`config.mk`:
```
export PLATFORM = sky130hd
export DESIGN_NAME = owr_rom_layer
export DESIGN_NICKNAME = d
export VERILOG_FILES = /design/src/rtl/owr_pkg.sv /design/src/rtl/owr_id_rom.sv /design/src/rtl/owr_cmd_shift.sv /design/src/rtl/owr_search_step.sv /design/src/rtl/owr_rom_layer.sv
export SDC_FILE = /design/constraint.sdc
export NUM_CORES = 1
export LEC_CHECK = 0
export ABC_AREA = 1
export BUFFER_PORTS_ARGS = -buffer_cell sky130_fd_sc_hd__buf_2
export CAP_MARGIN = 15
export CORE_MARGIN = 2
export CORE_UTILIZATION = 45
export DETAILED_ROUTE_END_ITERATION = 10
export PLACE_DENSITY = 0.71
export SYNTH_ARGS = -nofsm -noshare
export SYNTH_HDL_FRONTEND = slang
export SYNTH_SLANG_ARGS = --single-unit
export TNS_END_PERCENT = 30
```
`constraint.sdc`:
```
create_clock -name clk_i -period 4.25 [get_ports clk_i]
set_clock_uncertainty 0.15 [all_clocks]
set_input_delay 0.85 -clock clk_i [delete_from_list [all_inputs] [get_ports clk_i]]
set_output_delay 0.85 -clock clk_i [all_outputs]
set_load 0.02 [all_outputs]
```
`src/rtl/owr_pkg.sv`:
```
package owr_pkg;
  typedef enum logic [2:0] {
    ST_IDLE, ST_CMD, ST_READ, ST_MATCH, ST_SEARCH, ST_GRANT
  } owr_state_e;

  localparam logic [7:0] CMD_READ    = 8'h33;
  localparam logic [7:0] CMD_MATCH   = 8'h55;
  localparam logic [7:0] CMD_SKIP    = 8'hCC;
  localparam logic [7:0] CMD_SEARCH  = 8'hF0;
  localparam logic [7:0] CMD_CSEARCH = 8'hEC;
endpackage

```
`src/rtl/owr_id_rom.sv`:
```
module owr_id_rom #(
  parameter int unsigned FAM_W = 8,
  parameter int unsigned SER_W = 48,
  parameter int unsigned CRC_W = 8,
  parameter logic [FAM_W-1:0] FAMILY = 8'h04,
  parameter logic [SER_W-1:0] SERIAL = '0,
  parameter logic [CRC_W-1:0] POLY_REFL = 8'h8C,
  localparam int unsigned DAT_W = FAM_W + SER_W,
  localparam int unsigned ID_W = DAT_W + CRC_W
) (
  output logic [ID_W-1:0] id_o
);
  logic [DAT_W-1:0] data;
  logic [CRC_W-1:0] crc;
  logic             fb;

  assign data = {SERIAL, FAMILY};

  // reflected shift register, LSB of data first
  always_comb begin
    crc = '0;
    fb  = 1'b0;
    for (int i = 0; i < int'(DAT_W); i++) begin
      fb  = crc[0] ^ data[i];
      crc = crc >> 1;
      if (fb) crc = crc ^ POLY_REFL;
    end
  end

  assign id_o = {crc, data};
endmodule

```
`src/rtl/owr_cmd_shift.sv`:
```
module owr_cmd_shift #(
  parameter int unsigned CMD_W = 8,
  localparam int unsigned CNT_W = $clog2(CMD_W)
) (
  input  logic             clk_i,
  input  logic             rst_ni,
  input  logic             clear_i,
  input  logic             en_i,
  input  logic             rx_valid_i,
  input  logic             rx_bit_i,
  output logic             done_o,
  output logic [CMD_W-1:0] code_o
);
  localparam logic [CNT_W-1:0] LAST = CNT_W'(CMD_W - 1);

  logic [CMD_W-1:0] sh_q;
  logic [CNT_W-1:0] cnt_q;

  always_ff @(posedge clk_i or negedge rst_ni) begin
    if (!rst_ni) begin
      sh_q  <= '0;
      cnt_q <= '0;
    end else if (clear_i) begin
      sh_q  <= '0;
      cnt_q <= '0;
    end else if (en_i && rx_valid_i) begin
      sh_q  <= {rx_bit_i, sh_q[CMD_W-1:1]};
      cnt_q <= (cnt_q == LAST) ? '0 : cnt_q + 1'b1;
    end
  end

  assign done_o = en_i && rx_valid_i && (cnt_q == LAST);
  assign code_o = {rx_bit_i, sh_q[CMD_W-1:1]};
endmodule

```
`src/rtl/owr_search_step.sv`:
```
module owr_search_step (
  input  logic       clk_i,
  input  logic       rst_ni,
  input  logic       clear_i,
  input  logic       active_i,
  input  logic       id_bit_i,
  input  logic       tx_req_i,
  input  logic       rx_valid_i,
  input  logic       rx_bit_i,
  output logic       tx_bit_o,
  output logic       step_o,
  output logic       lose_o,
  output logic [1:0] phase_o
);
  localparam logic [1:0] PH_TRUE = 2'd0;
  localparam logic [1:0] PH_COMP = 2'd1;
  localparam logic [1:0] PH_PICK = 2'd2;

  logic [1:0] phase_q;

  always_ff @(posedge clk_i or negedge rst_ni) begin
    if (!rst_ni) begin
      phase_q <= PH_TRUE;
    end else if (clear_i) begin
      phase_q <= PH_TRUE;
    end else if (active_i) begin
      unique case (phase_q)
        PH_TRUE: if (tx_req_i)   phase_q <= PH_COMP;
        PH_COMP: if (tx_req_i)   phase_q <= PH_PICK;
        PH_PICK: if (rx_valid_i) phase_q <= PH_TRUE;
        default:                 phase_q <= PH_TRUE;
      endcase
    end
  end

  always_comb begin
    unique case (phase_q)
      PH_TRUE: tx_bit_o = id_bit_i;
      PH_COMP: tx_bit_o = ~id_bit_i;
      default: tx_bit_o = 1'b1;
    endcase
  end

  assign step_o  = active_i && (phase_q == PH_PICK) && rx_valid_i && (rx_bit_i == id_bit_i);
  assign lose_o  = active_i && (phase_q == PH_PICK) && rx_valid_i && (rx_bit_i != id_bit_i);
  assign phase_o = phase_q;
endmodule

```
`src/rtl/owr_rom_layer.sv`:
```
module owr_rom_layer
  import owr_pkg::*;
#(
  parameter int unsigned FAM_W = 8,
  parameter int unsigned SER_W = 48,
  parameter int unsigned CRC_W = 8,
  parameter int unsigned CMD_W = 8,
  parameter logic [FAM_W-1:0] FAMILY = 8'h04,
  parameter logic [SER_W-1:0] SERIAL = 48'h0000_1234_5678,
  parameter logic [CRC_W-1:0] POLY_REFL = 8'h8C
) (
  input  logic clk_i,
  input  logic rst_ni,
  input  logic bus_reset_i,
  input  logic rx_valid_i,
  input  logic rx_bit_i,
  input  logic tx_req_i,
  input  logic irq_pending_i,
  output logic tx_bit_o,
  output logic grant_o
);
  localparam int unsigned ID_W  = FAM_W + SER_W + CRC_W;
  localparam int unsigned IDX_W = $clog2(ID_W);
  localparam logic [IDX_W-1:0] IDX_LAST = IDX_W'(ID_W - 1);

  owr_state_e       state_q, state_d;
  logic [IDX_W-1:0] idx_q, idx_d;
  logic [ID_W-1:0]  id;
  logic             id_bit;
  logic             cmd_done;
  logic [CMD_W-1:0] cmd_code;
  logic             srch_tx, srch_step, srch_lose;
  logic [1:0]       srch_phase;

  owr_id_rom #(
    .FAM_W(FAM_W), .SER_W(SER_W), .CRC_W(CRC_W),
    .FAMILY(FAMILY), .SERIAL(SERIAL), .POLY_REFL(POLY_REFL)
  ) u_id (
    .id_o(id)
  );

  assign id_bit = id[idx_q];

  owr_cmd_shift #(.CMD_W(CMD_W)) u_cmd (
    .clk_i     (clk_i),
    .rst_ni    (rst_ni),
    .clear_i   (bus_reset_i),
    .en_i      (state_q == ST_CMD),
    .rx_valid_i(rx_valid_i),
    .rx_bit_i  (rx_bit_i),
    .done_o    (cmd_done),
    .code_o    (cmd_code)
  );

  owr_search_step u_srch (
    .clk_i     (clk_i),
    .rst_ni    (rst_ni),
    .clear_i   (bus_reset_i || (state_q != ST_SEARCH)),
    .active_i  (state_q == ST_SEARCH),
    .id_bit_i  (id_bit),
    .tx_req_i  (tx_req_i),
    .rx_valid_i(rx_valid_i),
    .rx_bit_i  (rx_bit_i),
    .tx_bit_o  (srch_tx),
    .step_o    (srch_step),
    .lose_o    (srch_lose),
    .phase_o   (srch_phase)
  );

  always_comb begin
    state_d = state_q;
    idx_d   = idx_q;
    unique case (state_q)
      ST_CMD: if (cmd_done) begin
        idx_d = '0;
        unique case (cmd_code)
          CMD_READ:    state_d = ST_READ;
          CMD_SKIP:    state_d = ST_GRANT;
          CMD_MATCH:   state_d = ST_MATCH;
          CMD_SEARCH:  state_d = ST_SEARCH;
          CMD_CSEARCH: state_d = irq_pending_i ? ST_SEARCH : ST_IDLE;
          default:     state_d = ST_IDLE;
        endcase
      end
      ST_READ: if (tx_req_i) begin
        idx_d = idx_q + 1'b1;
        if (idx_q == IDX_LAST) state_d = ST_GRANT;
      end
      ST_MATCH: if (rx_valid_i) begin
        idx_d = idx_q + 1'b1;
        if (rx_bit_i != id_bit)     state_d = ST_IDLE;
        else if (idx_q == IDX_LAST) state_d = ST_GRANT;
      end
      ST_SEARCH: begin
        if (srch_lose) begin
          state_d = ST_IDLE;
        end else if (srch_step) begin
          idx_d = idx_q + 1'b1;
          if (idx_q == IDX_LAST) state_d = ST_GRANT;
        end
      end
      default: ;
    endcase
    if (bus_reset_i) begin
      state_d = ST_CMD;
      idx_d   = '0;
    end
  end

  always_ff @(posedge clk_i or negedge rst_ni) begin
    if (!rst_ni) begin
      state_q <= ST_IDLE;
      idx_q   <= '0;
    end else begin
      state_q <= state_d;
      idx_q   <= idx_d;
    end
  end

  always_comb begin
    unique case (state_q)
      ST_READ:   tx_bit_o = id_bit;
      ST_SEARCH: tx_bit_o = srch_tx;
      default:   tx_bit_o = 1'b1;
    endcase
  end

  assign grant_o = (state_q == ST_GRANT);
endmodule

```
==> results, run 1 <==
- In this run, post-CTS hold repair placed 0 buffers.
- The fraction of layout cells with a size suffix above 1 is 0.1273.
- The initial core utilization is 0.4827.
- The DRC violation count after routing is 0.
- The largest single stage delay on the critical path is 0.45 ns.
- The async set-or-reset flop fraction in the synthesized netlist is 1.000.
- A synthesized cell averages 7.132 um^2.
- The commonest register cell after synthesis is sky130_fd_sc_hd__dfrtp_1.
- The portion of the clock cycle consumed by the worst path in the final layout is 0.7295.
- The post-layout worst setup margin is 1.150 ns.
- The number of synthesized register bits is 21.
- After detailed routing, the total wire length is 3.044 mm.
- Of the total power, the clock network draws 0.306.
- The path class of the tightest hold or removal check is in2async.
- The number of failing hold endpoints at the final stage is 0.
- After detailed placement, the design holds a cell count of 260.
- Counting I/O delays and the setup requirement, the final critical path takes 3.100 ns.
- The post-CTS clock slew at the launch and capture registers of the worst setup and hold paths is 0.13 ns.
- Counting cells, the worst reg-to-reg path comes to 14.
- For this run, the register share of the synthesized area comes to 0.3509.
- Setup repair after global routing left no endpoint under its margin.
- The commonest non-fill, non-tap cell in the layout is sky130_fd_sc_hd__nand2_1.
- TritonCTS built the clock tree.
- Grouping stages by cell kind, the critical path spends the most delay in flip-flops.
- The row count is 20.
- The Yosys warning count is 0.
- STA classifies the critical path endpoint as an output pin.
- The count of nets left with antenna violations after detail routing is 0.
- In this run the critical register-to-register path is captured at idx_q[1].
- Synthesis instantiated 30 different standard cells from the library.
- Summing all multi-input logic gate instances after layout gives 825.8 um^2.
- The number of enable flip-flop cells after synthesis is 0.
- Entering global routing, the biggest net connects 22 pins.
- The die covers 3806 um^2.
- When the netlist entered floorplanning its net count stood at 224.
- The routed wire length on met2 is 1.408 mm.
- The max-slew violation total from the final report was 0.
- In this run the number of H-tree levels came out at 1.
- The number of buffers added on ports is 8.
- Data on the critical path arrives at its endpoint at 2.10 ns.
- Relative to the synthesized area, the layout overhead comes to 7.101%.
- The congestion estimate from routability-driven global placement came to 0.8466.
- Signal routing reaches up to met4.
- The average detailed-routed wire length per instance is 11.53 um.
- The maximum fanout encountered on the critical timing path is 6.
- The wire length of the first global-routing pass is 5.250 mm.
- The net switching fraction of the power is 0.2837.
- No sink is reached through more buffers than the 2 on the longest clock path.
- The total of max-cap violations is 0.
- Summed over all layers, the global routing overflow is 0.
- The data required time of the critical path is 3.25 ns.
- The wire length on met3 is 92 um.
- The first detailed-routing pass ran for 4 iterations.
- On the critical path, the stage with the largest delay is an instance of sky130_fd_sc_hd__dfrtp_1.
- The worst register-to-register path begins at idx_q[0].
- The number of global-route vias before repair is 1,183.
- After clock tree synthesis, the repair step resized 0 gates.
- The via count normalized by instance count is 5.114.
- The number of buffers inserted to repair setup after CTS is 0.
- OpenSTA, run right after detailed placement, puts the worst setup slack at 1.520 ns.
- The critical path goes through inv_1, ha_1, inv_1, nand2_1, nand3_1, nand2_1, nor2_2, nand2_2, nand2_4, a21oi_1, o21ai_0, o211ai_1, buf_2.
- The critical path depth is 13.
- The insertion delay of the later-clocked pin in the worst-skew pair is 0.32 ns.
- The core region is 3103 um^2.
- The share of total power dissipated in sequential elements is 0.601.
- The number of vias in the routed layout is 1,350.
- In this run the register-to-register setup slack is 2.18 ns.
- The total internal power is 247.2 uW.
- The critical path buffer and inverter count is 3.
- For this design the top-level I/O count stands at 9.
- The worst setup path is launched from a flop.
- The largest voltage drop on the vdd net is 0.1586 mV.
- The summed instance area of the synthesized netlist is 1498 um^2.
- In this run the clock root is driven by a sky130_fd_sc_hd__clkbuf_4.
- The initial antenna violation count is 0.
- The final-layout fill cell count is 315.
- The final layout contains 235 nets.
- The area taken by flip-flops and latches is 525.5 um^2.
- In this run the power spent charging and discharging nets is 97.89 uW.
- The floorplan step set the die width to 61.69 um.
- The routed length on met1 is 1.528 mm.
- The final setup violation count is 0.
- The worst setup path category is reg2out.
- The number of inserted diodes is 0.
- The power density normalized to cell area is 215.1 nW/um^2.
- For this block, the initial DRC count from the detailed router was 116.
- The total power is 345.1 uW.
- The total CTS buffers is 3.
- The flow ran to the end, and the final reports show no timing, DRC or antenna violations.
- The pin slew with the least headroom to its limit is 0.5012 ns.
- The hold slack is 0.3131 ns.
- Timing would allow up to 322.6 MHz.
- The share of total power dissipated in combinational logic is 0.093.
- Detailed placement ended at an HPWL of 2.276 mm.
- The finished layout holds 264 standard cells, fillers aside.
- The relative slew slack is 0.6655.
- Synthesis produced 210 cells.
- The top cell types in the final layout, fill and taps aside, are sky130_fd_sc_hd__nand2_1 (40), sky130_fd_sc_hd__inv_1 (29), sky130_fd_sc_hd__nand3_1 (29).
- The clock sink total is 21.
- In the global route stage, overall resource usage came out at 0.1882.
- The die height is 61.69 um.
- Summed over all cells, the static leakage comes to 0.0007216 uW.
- The sum of negative setup slack is 0 ns.
-- routing by layer --
metal | vias to the layer above | track usage
li1 | 721 | -
met1 | 604 | 0.2519
met2 | 23 | 0.3098
met3 | 2 | 0.03727
met4 | 0 | 0.05471
met5 | - | 0
-- state kept, by name (all words and copies together) (netlist names) --
signal and flops:
u_cmd.sh_q 7, idx_q 6, state_q 3, u_cmd.cnt_q 3
u_srch.phase_o 2
-- per-stage QoR --
stage / util / area [um^2]
2_1_floorplan: - / 1498
3_3_place_gp: 0.5081 / 1577
3_5_place_dp: 0.5081 / 1577
4_1_cts: 0.5169 / 1604
5_1_grt: 0.5169 / 1604
6_report: 0.5169 / 1604
-- worst max path at each step --
stage                  start        to  slack, ns
CTS                 idx_q[0]  tx_bit_o       1.14
floorplan           idx_q[0]  tx_bit_o       1.67
global placement    idx_q[0]  tx_bit_o       1.56
detailed placement  idx_q[0]  tx_bit_o       1.52
finish              idx_q[0]  tx_bit_o       1.15
global route        idx_q[0]  tx_bit_o       0.95
-- cells in the mapped netlist, types with 3 or more instances --
master	count	share of area
sky130_fd_sc_hd__nand3_1	29	0.097
sky130_fd_sc_hd__ha_1	7	0.058
sky130_fd_sc_hd__nor3_1	5	0.017
sky130_fd_sc_hd__nor2_1	21	0.053
sky130_fd_sc_hd__nor4_1	3	0.013
sky130_fd_sc_hd__dfrtp_1	21	0.35
sky130_fd_sc_hd__nand2_1	40	0.10
sky130_fd_sc_hd__o21ai_0	14	0.047
sky130_fd_sc_hd__o21ai_1	5	0.017
sky130_fd_sc_hd__nand3_2	4	0.027
sky130_fd_sc_hd__inv_2	3	0.0075
sky130_fd_sc_hd__a31oi_1	3	0.013
sky130_fd_sc_hd__a21oi_1	4	0.013
sky130_fd_sc_hd__nand2_4	3	0.023
sky130_fd_sc_hd__nand4_1	3	0.013
sky130_fd_sc_hd__inv_1	29	0.073
-- power by group through the flow --
| stage | clock, uW | sequential [uW] | combinational [uW] |
|---|---|---|---|
| floorplan | 0 | 210 | 19.2 |
| global placement | 0 | 211 | 32.7 |
| detailed placement | 0 | 211 | 32.6 |
| CTS | 109 | 207 | 32.7 |
| global route | 118 | 208 | 36.9 |
| finish | 106 | 207 | 32.1 |
-- cells by family (layout without fill, tap and decap cells) --
| group | after synthesis | after routing | synth area share |
|---|---|---|---|
| AND/OR/NAND/NOR | 113 | 113 | 0.3651 |
| flip-flops | 21 | 21 | 0.3509 |
| adder cells (fa/ha/maj) | 7 | 7 | 0.05848 |
| XOR/XNOR | 1 | 1 | 0.005849 |
| AO/OA/AOI/OAI | 32 | 32 | 0.1220 |
| buffers and inverters | 36 | 46 | 0.09774 |
-- cell type report --
class / count / share of cell area
multi-input cells: 153 / 0.5148
flip-flops and latches: 21 / 0.3276
inverters: 34 / 0.08112
well taps: 44 / 0.03432
repair buffers: 8 / 0.02496
clock buffers: 3 / 0.01404
clock inverters: 1 / 0.003120
No activity file was read; power rests on OpenSTA's default activity.
==> run 2: changes to the inputs <==
Settings changed: ABC_AREA 1 to 0, PLACE_DENSITY 0.71 to 0.73.
Clock period 4.25 ns to 2.7 ns, I/O delays scaled along.
==> run 2 against run 1 <==
- the run now ends with negative setup slack left
- synthesized area down 0.42%
- via count is 1.1% lower
- design area is 5.9% higher
- combinational power rose to 8.2 times the previous value
- non-clock buffer count increased by 8
- first-iteration DRC count is 8.6% higher
- routed wire length grew 12%
- synthesized cell count down 18%
- critical path depth decreased by 6
- global-route usage up 1.1 points
==> results, run 2 <==
- Run status: finished, violations left (was completed).
- The checks that failed: negative setup slack.
- The most repeated cell in the gate-level netlist after synthesis is sky130_fd_sc_hd__nand2_1 (unchanged).
- The wire length of the first global-routing pass is 5.623 mm (was 5.250 mm).
- The commonest non-fill, non-tap cell in the layout is sky130_fd_sc_hd__nand2_1 (unchanged).
- The clock sink total is 21 (unchanged).
- The area overhead of the layout relative to synthesis is 13.93% (was 7.101%).
- The total of max-cap violations is 0 (unchanged).
- Dividing the final minimum period by the clock period gives 1.017.
- The largest area contributor in the netlist is sky130_fd_sc_hd__dfrtp_1 (unchanged).
- The largest buffer count on any clock path is 2 (unchanged).
- The static leakage is 0.0006802 uW (was 0.0007216 uW).
- The wire length on met3 was 124 um (was 92 um).
- The routed wire length on met2 is 1.673 mm (was 1.408 mm).
- The number of vias in the routed layout is 1,335 (was 1,350).
- The Yosys warning count is 0 (unchanged).
- The count of different cell masters after synthesis is 49 (was 30).
- The critical path's top delay family is simple AND/OR/NAND/NOR gates (was flip-flops).
- The data required time of the critical path came to 2.01 ns (was 3.25 ns).
- The average detailed-routed wire length per instance came to 14.85 um (was 11.53 um).
- The row count is 20 (unchanged).
- The fraction of synthesized area in multiplexers is 0.02349 (was 0).
- The beginning of the worst register-to-register path was idx_q[1] (was idx_q[0]).
- The CTS tree is done (unchanged).
- RSZ-0062 raised after global routing: yes (was no).
- The initial antenna violation count is 0 (unchanged).
- Dominant cells by area after synthesis: sky130_fd_sc_hd__dfrtp_1 (35%), sky130_fd_sc_hd__nand2_1 (6.8%), sky130_fd_sc_hd__a21oi_1 (6.4%) (was sky130_fd_sc_hd__dfrtp_1 (35%), sky130_fd_sc_hd__nand2_1 (10%), sky130_fd_sc_hd__nand3_1 (9.7%)).
- The post-layout instance area is 1699 um^2 (was 1604 um^2).
- The startpoint type of the worst setup path is a flop (unchanged).
- Synth top cells by count: sky130_fd_sc_hd__nand2_1 (27), sky130_fd_sc_hd__dfrtp_1 (21), sky130_fd_sc_hd__a21oi_1 (19), sky130_fd_sc_hd__o21ai_0 (10), sky130_fd_sc_hd__inv_1 (9) (was sky130_fd_sc_hd__nand2_1 (40), sky130_fd_sc_hd__inv_1 (29), sky130_fd_sc_hd__nand3_1 (29), sky130_fd_sc_hd__dfrtp_1 (21), sky130_fd_sc_hd__nor2_1 (21)).
- The largest voltage drop on the vdd net is 0.1914 mV (was 0.1586 mV).
- The worst min-delay path category is in2async (unchanged).
- The capturing element type of the critical path is an output pin (unchanged).
- The routed length on met1 came to 1.536 mm (was 1.528 mm).
- The pin slew with the least headroom to its limit came to 0.4813 ns (was 0.5012 ns).
- The worst setup path category is reg2out (unchanged).
- The die outline area is 3791 um^2 (was 3806 um^2).
- The minimum clock period after layout is 2.746 ns.
- The register-to-register setup slack is 0.17 ns (was 2.18 ns).
- Leading registers by flop count: u_cmd.sh_q: 7 flops, idx_q: 6 flops (unchanged).
- The synthesized net count came to 187 (was 224).
- The fraction of the yosys area taken by sequential cells was 0.3523 (was 0.3509).
- The area fraction of the dominant cell type after synthesis is 0.3523 (was 0.3509).
- The post-layout worst setup margin is -0.04581 ns (was 1.150 ns).
- The power density normalized to cell area is 476.1 nW/um^2 (was 215.1 nW/um^2).
- The async set-or-reset flop fraction in the synthesized netlist came to 1.000 (unchanged).
- The number of primary I/O pins is 9 (unchanged).
- The number of buffers added to fix hold violations after cts is 0 (unchanged).
- The gate count after technology mapping is 173 (was 210).
- The number of failing hold endpoints at the final stage was 0 (unchanged).
- The adder-cell share of the synthesized area is 0.05872 (was 0.05848).
- The number of inserted diodes is 0 (unchanged).
- The via count normalized by instance count came to 5.830 (was 5.114).
- The summed instance area of the synthesized netlist came to 1491 um^2 (was 1498 um^2).
- The relative slew slack is 0.6791 (was 0.6655).
- The initial core utilization is 0.4806 (was 0.4827).
- Static timing analysis puts the maximum clock frequency at 364.2 MHz.
- The total routing resource utilization after global routing is 0.1990 (was 0.1882).
- The critical path buffer and inverter count was 1 (was 3).
- The area fraction in and, or, nand and nor cells after synthesis is 0.2861 (was 0.3651).
- The number of detailed-route iterations in the first pass is 4 (unchanged).
- The arrival time of data at the critical path endpoint is 2.06 ns (was 2.10 ns).
- The die width is 61.57 um (was 61.69 um).
- The sum of overflow across all layers after global routing is 0 (unchanged).
- The maximum cell stage delay along the critical path is 0.48 ns (was 0.45 ns).
- The count of nets left with antenna violations after detail routing is 0 (unchanged).
- The insertion delay of the later-clocked pin in the worst-skew pair is 0.32 ns (about the same).
- The complex-gate fraction of the synthesized area came to 0.2089 (was 0.1220).
- The highest layer used for signal routing is met4 (unchanged).
- The final-stage net count is 200 (was 235).
- The cell at the root of the clock tree was sky130_fd_sc_hd__clkbuf_4 (unchanged).
- The maximum fanout encountered on the critical timing path came to 5 (was 6).
- The number of synthesized register bits is 21 (unchanged).
- The largest register by flop count was u_cmd.sh_q (unchanged).
- The final setup violation count was 1 (was 0).
- The number of enable flip-flop cells after synthesis is 0 (unchanged).
- The area of the core region is 3103 um^2 (unchanged).
- The synthesized area divided by synthesized cell count came to 8.621 um^2 (was 7.132 um^2).
- The number of flip-flops under the largest register name is 7 (unchanged).
- The number of buffers added on ports is 8 (unchanged).
- The main combinational cell family by area after synthesis is simple AND/OR/NAND/NOR gates (unchanged).
- The commonest register cell after synthesis is sky130_fd_sc_hd__dfrtp_1 (unchanged).
- The placed wire-length estimate after detailed placement is 2.369 mm (was 2.276 mm).
- The cell with the biggest individual delay on the critical path is sky130_fd_sc_hd__dfrtp_2 (was sky130_fd_sc_hd__dfrtp_1).
- The die height is 61.57 um (was 61.69 um).
- The placed standard-cell area is 1555 um^2 (was 1577 um^2).
- The sum of negative setup slack is -0.04581 ns (was 0 ns).
- The area share of xor/xnor cells in the synthesized design was 0.01174 (was 0.005848).
- The depth of the worst register-to-register path is 10 (was 14).
- The max-slew violation total from the final report is 0 (unchanged).
- The pin count of the biggest net entering global routing is 22 (unchanged).
- The number of global-route vias before repair was 1,227 (was 1,183).
- Worst-path cell chain: ha_2, and2_1, o21ai_2, nand3_2, and2_4, o311ai_2, buf_4 (was inv_1, ha_1, inv_1, nand2_1, nand3_1, nand2_1, nor2_2, nand2_2, nand2_4, a21oi_1, o21ai_0, o211ai_1, buf_2).
- Most frequent cells in the layout: sky130_fd_sc_hd__nand2_1 (27), sky130_fd_sc_hd__a21oi_1 (19), sky130_fd_sc_hd__dfrtp_1 (19) (was sky130_fd_sc_hd__nand2_1 (40), sky130_fd_sc_hd__inv_1 (29), sky130_fd_sc_hd__nand3_1 (29)).
- The violation count after the first detailed-route iteration is 126 (was 116).
- The aggregate routed wire length is 3.400 mm (was 3.044 mm).
- The DRC violation count after routing is 0 (unchanged).
- The end of the worst register-to-register path was state_q[0] (was idx_q[1]).
- The total CTS buffers came to 3 (unchanged).
- The weighted congestion at the end of routability-driven global placement came to 0.9018 (was 0.8466).
- The maximum level of the CTS H-tree is 1 (unchanged).
- The fraction of layout cells with a size suffix above 1 came to 0.2162 (was 0.1273).
- The post-CTS clock slew at the launch and capture registers of the worst setup and hold paths is 0.12 ns (was 0.13 ns).
-- run 2: stage by stage --
stage                     worst slack (ns)  std cells  utilization  hold slack, ns  total power [uW]
after detailed placement           0.03364        219       0.5012          0.3428             616.5
after CTS                         -0.07807        228       0.5359         0.02421             800.6
after global routing               -0.1306        229       0.5476         0.03933             857.3
after floorplan                     0.1450        173            -         0.09441             554.6
after global placement              0.1240        219       0.5012          0.3285             606.2
final                             -0.04581        229       0.5476        0.008792             808.9
-- run 2: how the worst max path moves through the flow --
stage | startpoint | to | slack (ns) | depth (start not counted)
after floorplan | idx_q[0] | tx_bit_o | 0.15 | 6
after global placement | idx_q[1] | tx_bit_o | 0.12 | 7
after detailed placement | idx_q[1] | tx_bit_o | 0.03 | 7
after CTS | idx_q[0] | tx_bit_o | -0.08 | 8
after global routing | idx_q[1] | tx_bit_o | -0.13 | 7
final | idx_q[1] | tx_bit_o | -0.05 | 7
-- run 2: logic make-up (layout without fill, tap and decap cells) --
logic type,Yosys count,after routing
compound gates,48,48
simple gates,75,75
fa+ha+maj,7,7
mux,3,3
xor+xnor,2,2
buf+inv,17,29
flops,21,21
-- run 2: worst register-to-register path: stages, from the launching register on --
cell and delay (ns):
sky130_fd_sc_hd__dfrtp_2 0.48, sky130_fd_sc_hd__inv_2 0.10, sky130_fd_sc_hd__ha_2 0.16, sky130_fd_sc_hd__mux2i_1 0.07
sky130_fd_sc_hd__or3_4 0.35, sky130_fd_sc_hd__nand3_2 0.09, sky130_fd_sc_hd__and2_4 0.16, sky130_fd_sc_hd__buf_4 0.10
sky130_fd_sc_hd__xor2_1 0.33, sky130_fd_sc_hd__a21oi_1 0.08, sky130_fd_sc_hd__o32a_1 0.35
-- run 2: area by class of cell --
class / instances / area (um^2)
repair buffers: 16 / 106.4
fillers: 289 / 1404
clock buffers: 4 / 26.28
well taps: 44 / 55.05
inverters: 9 / 33.78
flip-flops and latches: 21 / 528.0
multi-input cells: 135 / 949.7
-- run 2: what timing repair did --
| action | 4_1_cts | 5_1_grt |
|---|---|---|
| pin swaps | 8 | 6 |
| setup endpoints to repair | 1 | 1 |
| buffers inserted | 5 | 1 |
| resized for setup | 13 | 6 |
-- run 2: report_power, final --
part	switching (uW)	leakage, uW	internal [uW]
clock	102	0.0000150	58.0
sequential	48.6	0.000281	337
combinational	151	0.000384	113
-- run 2: routing by layer --
layer	GRT usage	vias up
li1	-	647
met1	0.2461	647
met2	0.3429	34
met3	0.03361	7
met4	0.07903	0
met5	0	-
==> run 3: changes to the inputs <==
==> constraint.sdc (replaced) <==
create_clock -name clk_i -period 2.7 [get_ports clk_i]
set_clock_uncertainty 0.15 [all_clocks]
set_input_delay 0.27 -clock clk_i [delete_from_list [all_inputs] [get_ports clk_i]]
set_output_delay 0.27 -clock clk_i [all_outputs]
set_load 0.02 [all_outputs]
==> run 3 against run 2 <==
- the run now ends clean
- routed wire length is 3.7% lower
- design area is 4.6% lower
- critical path depth stayed put
- via count is 3.7% lower
- maximum frequency is 5.0% higher
- clock-buffer cell count stayed put
- critical path type unchanged
- largest power group unchanged
==> results, run 3 (same netlist as run 2, synthesis figures left out) <==
- The post-CTS clock slew at the launch and capture registers of the worst setup and hold paths is 0.12 ns (about the same).
- The die outline area is 3791 um^2 (unchanged).
- The number of flip-flops under the largest register name is 7 (unchanged).
- The total routing resource utilization after global routing was 0.1880 (was 0.1990).
- The total power is 774.7 uW (was 808.9 uW).
- The power density normalized to cell area is 478.1 nW/um^2 (was 476.1 nW/um^2).
- The number of detailed-route iterations in the first pass is 4 (unchanged).
- In this design, the critical path's most frequently occurring cell is sky130_fd_sc_hd__o2111ai_2.
- The maximum cell stage delay along the critical path is 0.44 ns (was 0.48 ns).
- The weighted congestion at the end of routability-driven global placement was 0.8358 (was 0.9018).
- The data required time of the critical path is 2.28 ns (was 2.01 ns).
- The worst-case setup slack after placement was 0.09054 ns (was 0.03364 ns).
- The area taken by flip-flops and latches is 528.0 um^2 (unchanged).
- The startpoint type of the worst setup path is a flop (unchanged).
- The number of primary I/O pins is 9 (unchanged).
- The initial antenna violation count is 0 (unchanged).
- The number of cells after detailed placement is 218 (was 219).
- The count of nets left with antenna violations after detail routing is 0 (unchanged).
- Most frequent cells in the layout: sky130_fd_sc_hd__nand2_1 (27), sky130_fd_sc_hd__a21oi_1 (19), sky130_fd_sc_hd__dfrtp_1 (19) (unchanged).
- The die height is 61.57 um (unchanged).
- The row count is 20 (unchanged).
- The final-layout fill cell count is 289 (unchanged).
- The max-slew violation total from the final report is 0 (unchanged).
- The area of the core region is 3103 um^2 (unchanged).
- The area overhead of the layout relative to synthesis is 8.641% (was 13.93%).
- The register-to-register setup slack is 0.22 ns (was 0.17 ns).
- The total of max-cap violations is 0 (unchanged).
- The relative slew slack is 0.6768 (was 0.6791).
- The die width is 61.57 um (unchanged).
- The sum of overflow across all layers after global routing is 0 (unchanged).
- The pin slew with the least headroom to its limit was 0.4848 ns (was 0.4813 ns).
- The commonest non-fill, non-tap cell in the layout is sky130_fd_sc_hd__nand2_1 (unchanged).
- The largest register by flop count is u_cmd.sh_q (unchanged).
- The final setup violation count is 0 (was 1).
- The beginning of the worst register-to-register path is idx_q[1] (unchanged).
- The capturing element type of the critical path is an output pin (unchanged).
- The placed wire-length estimate after detailed placement is 2.381 mm (was 2.369 mm).
- The sum of negative setup slack came to 0 ns (was -0.04581 ns).
- The aggregate routed wire length is 3.274 mm (was 3.400 mm).
- The depth of the worst register-to-register path is 8 (was 10).
- The number of buffers added on ports is 8 (unchanged).
- The area of the multi-input gates is 897.1 um^2 (was 949.7 um^2).
- The number of failing hold endpoints at the final stage is 0 (unchanged).
- The number of inserted diodes is 0 (unchanged).
- The initial core utilization was 0.4806 (unchanged).
- The minimum clock period after layout came to 2.616 ns (was 2.746 ns).
- The via count normalized by instance count came to 5.686 (was 5.830).
- The number of vias in the routed layout is 1,285 (was 1,335).
- The utilization after layout came to 0.5222 (was 0.5476).
- The cell with the biggest individual delay on the critical path is sky130_fd_sc_hd__dfrtp_2 (unchanged).
- The largest buffer count on any clock path is 2 (unchanged).
- The total CTS buffers is 3 (unchanged).
- The average detailed-routed wire length per instance is 14.49 um (was 14.85 um).
- The cell at the root of the clock tree is sky130_fd_sc_hd__clkbuf_4 (unchanged).
- The end of the worst register-to-register path is idx_q[2] (was state_q[0]).
- The wire length of the first global-routing pass is 5.250 mm (was 5.623 mm).
- The portion of the clock cycle consumed by the worst path in the final layout is 0.9688 (was 1.017).
- Leading registers by flop count: u_cmd.sh_q: 7 flops, idx_q: 6 flops (unchanged).
- The CTS tree is done (unchanged).
- The final-stage net count is 197 (was 200).
- The pin count of the biggest net entering global routing is 22 (unchanged).
- The number of global-route vias before repair is 1,183 (was 1,227).
- The DRC violation count after routing is 0 (unchanged).
- The fraction of layout cells with a size suffix above 1 is 0.1538 (was 0.2162).
- The insertion delay of the later-clocked pin in the worst-skew pair was 0.31 ns (was 0.32 ns).
- Run status: completed (was finished, violations left).
- The worst min-delay path category is in2reg (was in2async).
- Worst-path cell chain: inv_1, ha_1, o2111ai_2, o2111ai_2, and2_4, o311ai_2, buf_2 (was ha_2, and2_1, o21ai_2, nand3_2, and2_4, o311ai_2, buf_4).
- The arrival time of data at the critical path endpoint is 2.20 ns (was 2.06 ns).
- The highest clock rate was 382.3 MHz (was 364.2 MHz).
- The maximum level of the CTS H-tree is 1 (unchanged).
- The largest voltage drop on the vdd net is 0.1789 mV (was 0.1914 mV).
- The post-layout worst setup margin came to 0.08422 ns (was -0.04581 ns).
- The maximum fanout encountered on the critical timing path is 6 (was 5).
- The capture point of the worst path was tx_bit_o (unchanged).
- The worst setup path category is reg2out (unchanged).
- The clock sink total is 21 (unchanged).
- The startpoint of the most critical setup path is idx_q[1] (unchanged).
- The violation count after the first detailed-route iteration is 60 (was 126).
- The static leakage is 0.0006582 uW (was 0.0006802 uW).
- The final non-filler cell total was 226 (was 229).
[run 3: cell count changes in the layout (fill, tap and decap cells not counted), sizes merged]
cell | previous run | this run
buf | 16 | 12
dlygate4sd3 | 0 | 1
[run 3: area by class of cell]
| class | instances | area share |
|---|---|---|
| clock buffers | 4 | 0.01622 |
| inverters | 9 | 0.02085 |
| multi-input cells | 135 | 0.5537 |
| flip-flops and latches | 21 | 0.3259 |
| well taps | 44 | 0.03398 |
| repair buffers | 13 | 0.04942 |
[run 3: how the worst min path moves through the flow]
stage | startpoint | to | depth (start not counted)
6_report | tx_req_i | u_srch.phase_o[0] | 3
5_1_grt | tx_req_i | u_srch.phase_o[0] | 3
4_1_cts | tx_req_i | u_srch.phase_o[0] | 3
3_5_place_dp | rst_ni | u_srch.phase_o[1] | 1
3_3_place_gp | rst_ni | u_srch.phase_o[1] | 1
2_1_floorplan | rst_ni | idx_q[0] | 0
[run 3: through the flow]
stage	hold slack [ns]	cell area [um^2]
4_1_cts	0.09215	1610
3_3_place_gp	0.1004	1540
5_1_grt	0.09403	1620
2_1_floorplan	-0.1756	1491
3_5_place_dp	0.1120	1540
6_report	0.09462	1620
[run 3: what timing repair did]
| item | in CTS | in global routing |
|---|---|---|
| hold buffers | 1 | 0 |
| pin swaps | 0 | 1 |
| buffers inserted | 3 | 0 |
| resized for setup | 6 | 3 |
| hold endpoints to repair | 21 | 0 |
| endpoints found under the setup margin | 1 | 1 |
[run 3: power by group]
group | switching (uW) | total [uW] | internal [uW]
Sequential | 44.6 | 383 | 338
Combinational | 141 | 236 | 94.8
Clock | 98.2 | 156 | 57.7
[run 3: per-layer routing]
| layer | vias to the layer above | routed length (um) | track usage |
|---|---|---|---|
| met2 | 19 | 1618 | 0.3188 |
| met3 | 4 | 90 | 0.03992 |
| met1 | 621 | 1535 | 0.2318 |
| li1 | 641 | - | - |
| met4 | 0 | 29 | 0.07599 |
| met5 | - | 0 | 0 |
[run 3: critical path, delay by kind of cell (launching register included)]
family | cells | cell delay [ns]
AND/OR/NAND/NOR | 1 | 0.19
adder cells (fa/ha/maj) | 1 | 0.31
flip-flops | 1 | 0.44
buffers and inverters | 2 | 0.29
AO/OA/AOI/OAI | 3 | 0.66
